### src/rtl/crtc_map_pkg.sv
package crtc_map_pkg;

  // Strobes passed from the mode decoder to the address datapath.
  typedef struct packed {
    logic load;      // capture a new result this cycle
    logic rotDword;  // rotate left by two
    logic rotWord;   // rotate left by one
    logic wrapHigh;  // word-mode wrap source is the top bit
    logic sub13;     // put row scan bit 0 on the low bank bit
    logic sub14;     // put row scan bit 1 on the high bank bit
  } mapCtl_t;

endpackage

### src/rtl/crtc_map_ctrl.sv
module crtc_map_ctrl
  import crtc_map_pkg::*;
(
  input  logic    clk,
  input  logic    rstN,
  input  logic    inValid,
  input  logic    isRender,
  input  logic    dwordMode,
  input  logic    byteMode,
  input  logic    wrapSel,
  input  logic    keepBit13,
  input  logic    keepBit14,
  output mapCtl_t ctl,
  output logic    outValid
);

  // Mode decode. Doubleword wins over word; processor accesses get no remap.
  always_comb begin
    ctl          = '0;
    ctl.load     = inValid;
    ctl.rotDword = isRender & dwordMode;
    ctl.rotWord  = isRender & ~dwordMode & ~byteMode;
    ctl.wrapHigh = wrapSel;
    ctl.sub13    = isRender & ~keepBit13;
    ctl.sub14    = isRender & ~keepBit14;
  end

  always_ff @(posedge clk) begin
    if (!rstN) outValid <= 1'b0;
    else       outValid <= inValid;
  end

endmodule

### src/rtl/crtc_map_dp.sv
module crtc_map_dp
  import crtc_map_pkg::*;
#(
  parameter int ADDR_W  = 16,
  parameter int ROW_W   = 5,
  parameter int PLANE_W = 2
) (
  input  logic                        clk,
  input  logic                        rstN,
  input  mapCtl_t                     ctl,
  input  logic [ADDR_W-1:0]           startAddr,
  input  logic [ADDR_W-1:0]           charOffset,
  input  logic [ROW_W-1:0]            rowScan,
  input  logic [PLANE_W-1:0]          plane,
  output logic [ADDR_W-1:0]           mappedAddr,
  output logic [ADDR_W+PLANE_W-1:0]   byteOffset
);

  localparam int OFF_W    = ADDR_W + PLANE_W;
  localparam int BANK_LSB = 13;             // first bit taking a row scan bit
  localparam int BANKS    = 2;              // number of substituted bits
  localparam int DW_SRC   = 12;             // lowest bit wrapped in doubleword mode
  localparam int WRAP_LO  = 13;             // word-mode wrap source, wrap clear
  localparam int WRAP_HI  = ADDR_W - 1;     // word-mode wrap source, wrap set

  logic [ADDR_W-1:0] linAddr;
  logic [ADDR_W-1:0] rotAddr;
  logic [ADDR_W-1:0] subAddr;
  logic [BANKS-1:0]  subEn;
  logic              wrapBit;

  assign linAddr = startAddr + charOffset;
  assign wrapBit = ctl.wrapHigh ? linAddr[WRAP_HI] : linAddr[WRAP_LO];
  assign subEn   = {ctl.sub14, ctl.sub13};

  // Stage 1: rotate by access width.
  always_comb begin
    if (ctl.rotDword)
      rotAddr = {linAddr[ADDR_W-3:0], linAddr[DW_SRC+1:DW_SRC]};
    else if (ctl.rotWord)
      rotAddr = {linAddr[ADDR_W-2:0], wrapBit};
    else
      rotAddr = linAddr;
  end

  // Stage 2: place row scan bits on the bank bits.
  always_comb begin
    subAddr = rotAddr;
    for (int i = 0; i < BANKS; i++) begin
      if (subEn[i]) subAddr[BANK_LSB+i] = rowScan[i];
    end
  end

  always_ff @(posedge clk) begin
    if (!rstN) begin
      mappedAddr <= '0;
      byteOffset <= '0;
    end else if (ctl.load) begin
      mappedAddr <= subAddr;
      byteOffset <= OFF_W'({subAddr, plane});
    end
  end

endmodule

### src/rtl/crtc_addr_map.sv
module crtc_addr_map
  import crtc_map_pkg::*;
#(
  parameter int ADDR_W  = 16,
  parameter int ROW_W   = 5,
  parameter int PLANE_W = 2
) (
  input  logic                      clk,
  input  logic                      rstN,
  input  logic                      inValid,
  input  logic                      isRender,
  input  logic                      dwordMode,
  input  logic                      byteMode,
  input  logic                      wrapSel,
  input  logic                      keepBit13,
  input  logic                      keepBit14,
  input  logic [ADDR_W-1:0]         startAddr,
  input  logic [ADDR_W-1:0]         charOffset,
  input  logic [ROW_W-1:0]          rowScan,
  input  logic [PLANE_W-1:0]        plane,
  output logic                      outValid,
  output logic [ADDR_W-1:0]         mappedAddr,
  output logic [ADDR_W+PLANE_W-1:0] byteOffset
);

  mapCtl_t ctl;

  crtc_map_ctrl u_ctrl (
    .clk       (clk),
    .rstN      (rstN),
    .inValid   (inValid),
    .isRender  (isRender),
    .dwordMode (dwordMode),
    .byteMode  (byteMode),
    .wrapSel   (wrapSel),
    .keepBit13 (keepBit13),
    .keepBit14 (keepBit14),
    .ctl       (ctl),
    .outValid  (outValid)
  );

  crtc_map_dp #(
    .ADDR_W  (ADDR_W),
    .ROW_W   (ROW_W),
    .PLANE_W (PLANE_W)
  ) u_dp (
    .clk        (clk),
    .rstN       (rstN),
    .ctl        (ctl),
    .startAddr  (startAddr),
    .charOffset (charOffset),
    .rowScan    (rowScan),
    .plane      (plane),
    .mappedAddr (mappedAddr),
    .byteOffset (byteOffset)
  );

endmodule

### config.mk
export PLATFORM = sky130hd
export DESIGN_NAME = crtc_addr_map
export DESIGN_NICKNAME = d
export VERILOG_FILES = /design/src/rtl/crtc_map_pkg.sv /design/src/rtl/crtc_map_ctrl.sv /design/src/rtl/crtc_map_dp.sv /design/src/rtl/crtc_addr_map.sv
export SDC_FILE = /design/constraint.sdc
export NUM_CORES = 1
export LEC_CHECK = 0
export BUFFER_PORTS_ARGS = -buffer_cell sky130_fd_sc_hd__buf_2
export CORE_ASPECT_RATIO = 0.6
export CORE_MARGIN = 2
export CORE_UTILIZATION = 52
export CTS_CLUSTER_SIZE = 10
export DETAILED_ROUTE_END_ITERATION = 8
export GPL_ROUTABILITY_DRIVEN = 0
export GPL_TIMING_DRIVEN = 0
export PLACE_DENSITY = 0.87
export SYNTH_ARGS = -nofsm -noshare
export SYNTH_HDL_FRONTEND = slang
export SYNTH_SLANG_ARGS = --single-unit
### constraint.sdc
create_clock -name clk -period 7.5 [get_ports clk]
set_clock_uncertainty 0.2 [all_clocks]
set_input_delay 0.375 -clock clk [delete_from_list [all_inputs] [get_ports clk]]
set_output_delay 0.375 -clock clk [all_outputs]
set_load 0.05 [all_outputs]
==> reports/summary.txt <==
startpoint types -> primary input
number of synthesized register bits -> 19
FF-to-FF Start -> u_dp.byteOffset[16]
outcome -> finished, final reports clean
Core Util, Final -> 70.8%
commonest non-fill, non-tap cell in the layout -> buf_2
synthesized cell area -> 0.00189 mm^2
total CTS buffers -> 3
crit path time final -> 3020 ps
Async S/R FF share, synth -> 0%
RR Endpoint -> u_dp.byteOffset[16]
area grow syn2layout -> 25.8%
commonest cells after routing, fill and taps aside -> buf_2, nand2_1, a21oi_1
R2R Setup Slk -> 6330 ps
1st-iter DRT viols -> 186
pin count of the biggest net entering global routing -> 12
register area share after synthesis -> 20.1%
Final TNS setup -> 0 ps
critical path type -> in -> reg
maximum vdd ir drop -> 0.000128 V
# port buffers -> 77
hpwl dp -> 3.97 mm
Clk Latency, worst-skew pair -> 260 ps
Site Rows -> 16
post-cts resize count -> 0
crit share post-route -> 40.3%
cts hold-fix bufs -> 0
clk sink count -> 19
CTS tree -> yes
root buf cell -> clkbuf_8
syn_nets -> 312
worst-case clock buffer depth -> 2
Post-DRT Antenna Nets -> 0
Synth Area per Inst -> 7.64 um^2
Synth Instances -> 248
WL final -> 5.01 mm
endpoints failing setup -> 0
clk slew on worst S/H paths -> 70 ps
Slew Limit Fails -> 0
CP required -> 7430 ps
die area -> 0.00416 mm^2
Top FF cell, synth -> dfxtp_1
Pre-Repair DR Iteration Count -> 5
first-pass GRT wire length -> 8.16 mm
core box area -> 0.00336 mm^2
Starting Density -> 56.3%
Worst Setup SP -> startAddr[0]
initial antenna violation count -> 0
WL met1 -> 2.33 mm
Worst slew margin -> 57.6%
Hold WC Path Type -> in -> reg
post-DR wirelength/cell -> 13.4 um
Post-DP Area -> 0.00234 mm^2
Worst Max-Slew Pin Slew -> 633 ps
RSZ-0062 raised after global routing -> no
fraction of layout instances using a drive strength above 1 -> 31.6%
Vias -> 2134
aggregate global routing overflow -> 0
fin area -> 0.00238 mm^2
crit path max fanout -> 5
Highest Signal Layer -> met4
Die Wd -> 81.9 um
# nets final -> 394
pwr dens -> 179 mW/mm^2
GRT Total Usage -> 25.0%
num ports -> 83
Crit. End Element -> flop
number of global-route vias before repair -> 1808
number of synthesized flops with an enable pin -> 0
H-tree Lvls -> 1
via-per-instance ratio -> 5.71
Antenna diodes -> 0
Yosys cell types -> 46
post-CTS setup buffer count -> 0
LEAKAGE -> 1.21 nW
critical path arrival -> 2950 ps
Max Clk Rate -> 331 MHz
Routed met3 length -> 502 um
Die Height -> 50.8 um
metal2 WL -> 2.13 mm
# DRC -> 0
Syn. warnings -> 0
crit path to -> u_dp.byteOffset[15]
MaxCap Viol Count -> 0
path depth of the worst reg2reg path -> 4
Fin. Hold Viols -> 0
==> state kept, by name, indices dropped and copies added, names as in the netlist <==
register and count:
u_ctrl.outValid 1, u_dp.byteOffset 18
==> metal layers <==
layer	global-route usage, %	vias to the layer above
met5	0	-
met4	5.00	0
met3	5.94	8
met2	38.6	105
met1	35.3	958
li1	-	1063
==> stage by stage <==
step | std cells | worst slack (ps) | power [mW] | hold WS [ps]
4_1_cts | 374 | 4520 | 0.423 | 170
6_report | 374 | 4480 | 0.426 | 167
2_1_floorplan | 248 | 4640 | 0.299 | 317
3_5_place_dp | 370 | 4270 | 0.352 | 252
3_3_place_gp | 370 | 4330 | 0.348 | 248
5_1_grt | 374 | 4330 | 0.450 | 197
==> where the power goes <==
part	internal (mW)	leakage (nW)	switching [mW]
Combinational	0.0809	1.03	0.155
Clock	0.0370	0.0255	0.0352
Sequential	0.111	0.158	0.00690
==> synth_stat cells, types with 2 or more instances <==
master     n  share of area, %
o211a_1    4               2.1
a31oi_1    3              0.99
a21boi_0   2              0.79
and2_1     3              0.99
a21o_1     5               2.0
a41oi_1    2              0.92
nor2b_1    4               1.3
nand4_1    3              0.99
or4_1      2              0.79
clkbuf_1   9               1.8
nand2_1   28               5.5
o22ai_1    2              0.66
inv_1     12               2.4
o21ai_0   17               4.5
o21a_1     2              0.79
dfxtp_1   19                20
a22oi_1    6               2.4
or2_2      2              0.66
a221oi_2   2               1.6
xor2_1     4               1.8
nand2b_1   5               1.7
a211oi_1   4               1.6
a21oi_1   23               6.1
nand3_1    3              0.79
ha_1      15               9.9
o211ai_1   7               2.8
o221ai_1   4               1.8
mux2i_1    3               1.6
nor2_1    14               2.8
buf_4     16               6.3
xnor2_1    8               3.7
==> critical path, cell delays in order <==
cell,delay [ps]
buf_2,100
ha_1,230
fa_1,430
a21o_1,220
a221oi_2,490
o211ai_2,170
or4_1,420
o311a_2,170
a22oi_1,190
o221ai_1,160
==> layout make-up <==
type | instances | area, um^2
Multi-Input combinational cell | 192 | 1320
Sequential cell | 19 | 380
Clock inverter | 1 | 5.00
Timing Repair Buffer | 77 | 385
Buffer | 25 | 154
Inverter | 12 | 45.0
Fill cell | 303 | 981
Clock buffer | 3 | 41.3
Tap cell | 45 | 56.3
==> cell families after synthesis <==
family / Yosys count / share of synthesized area [%]
AO/OA/AOI/OAI: 93 / 34.0
adder cells (fa/ha/maj): 16 / 11.0
flip-flops: 19 / 20.1
XOR/XNOR: 12 / 5.55
buffers and inverters: 37 / 10.5
AND/OR/NAND/NOR: 68 / 17.3
multiplexers: 3 / 1.59
==> worst min-delay path by stage <==
| stage | slack (ps) | start | cells after the start | endpoint |
|---|---|---|---|---|
| finish | 170 | plane[0] | 3 | u_dp.byteOffset[0] |
| global route | 200 | plane[0] | 3 | u_dp.byteOffset[0] |
| CTS | 170 | plane[1] | 3 | u_dp.byteOffset[1] |
| detailed placement | 250 | u_dp.byteOffset[8] | 2 | u_dp.byteOffset[8] |
| global placement | 250 | u_dp.byteOffset[13] | 2 | u_dp.byteOffset[13] |
| floorplan | 320 | rstN | 2 | u_dp.byteOffset[2] |
Note: power is estimated with default switching activity, not from simulation.
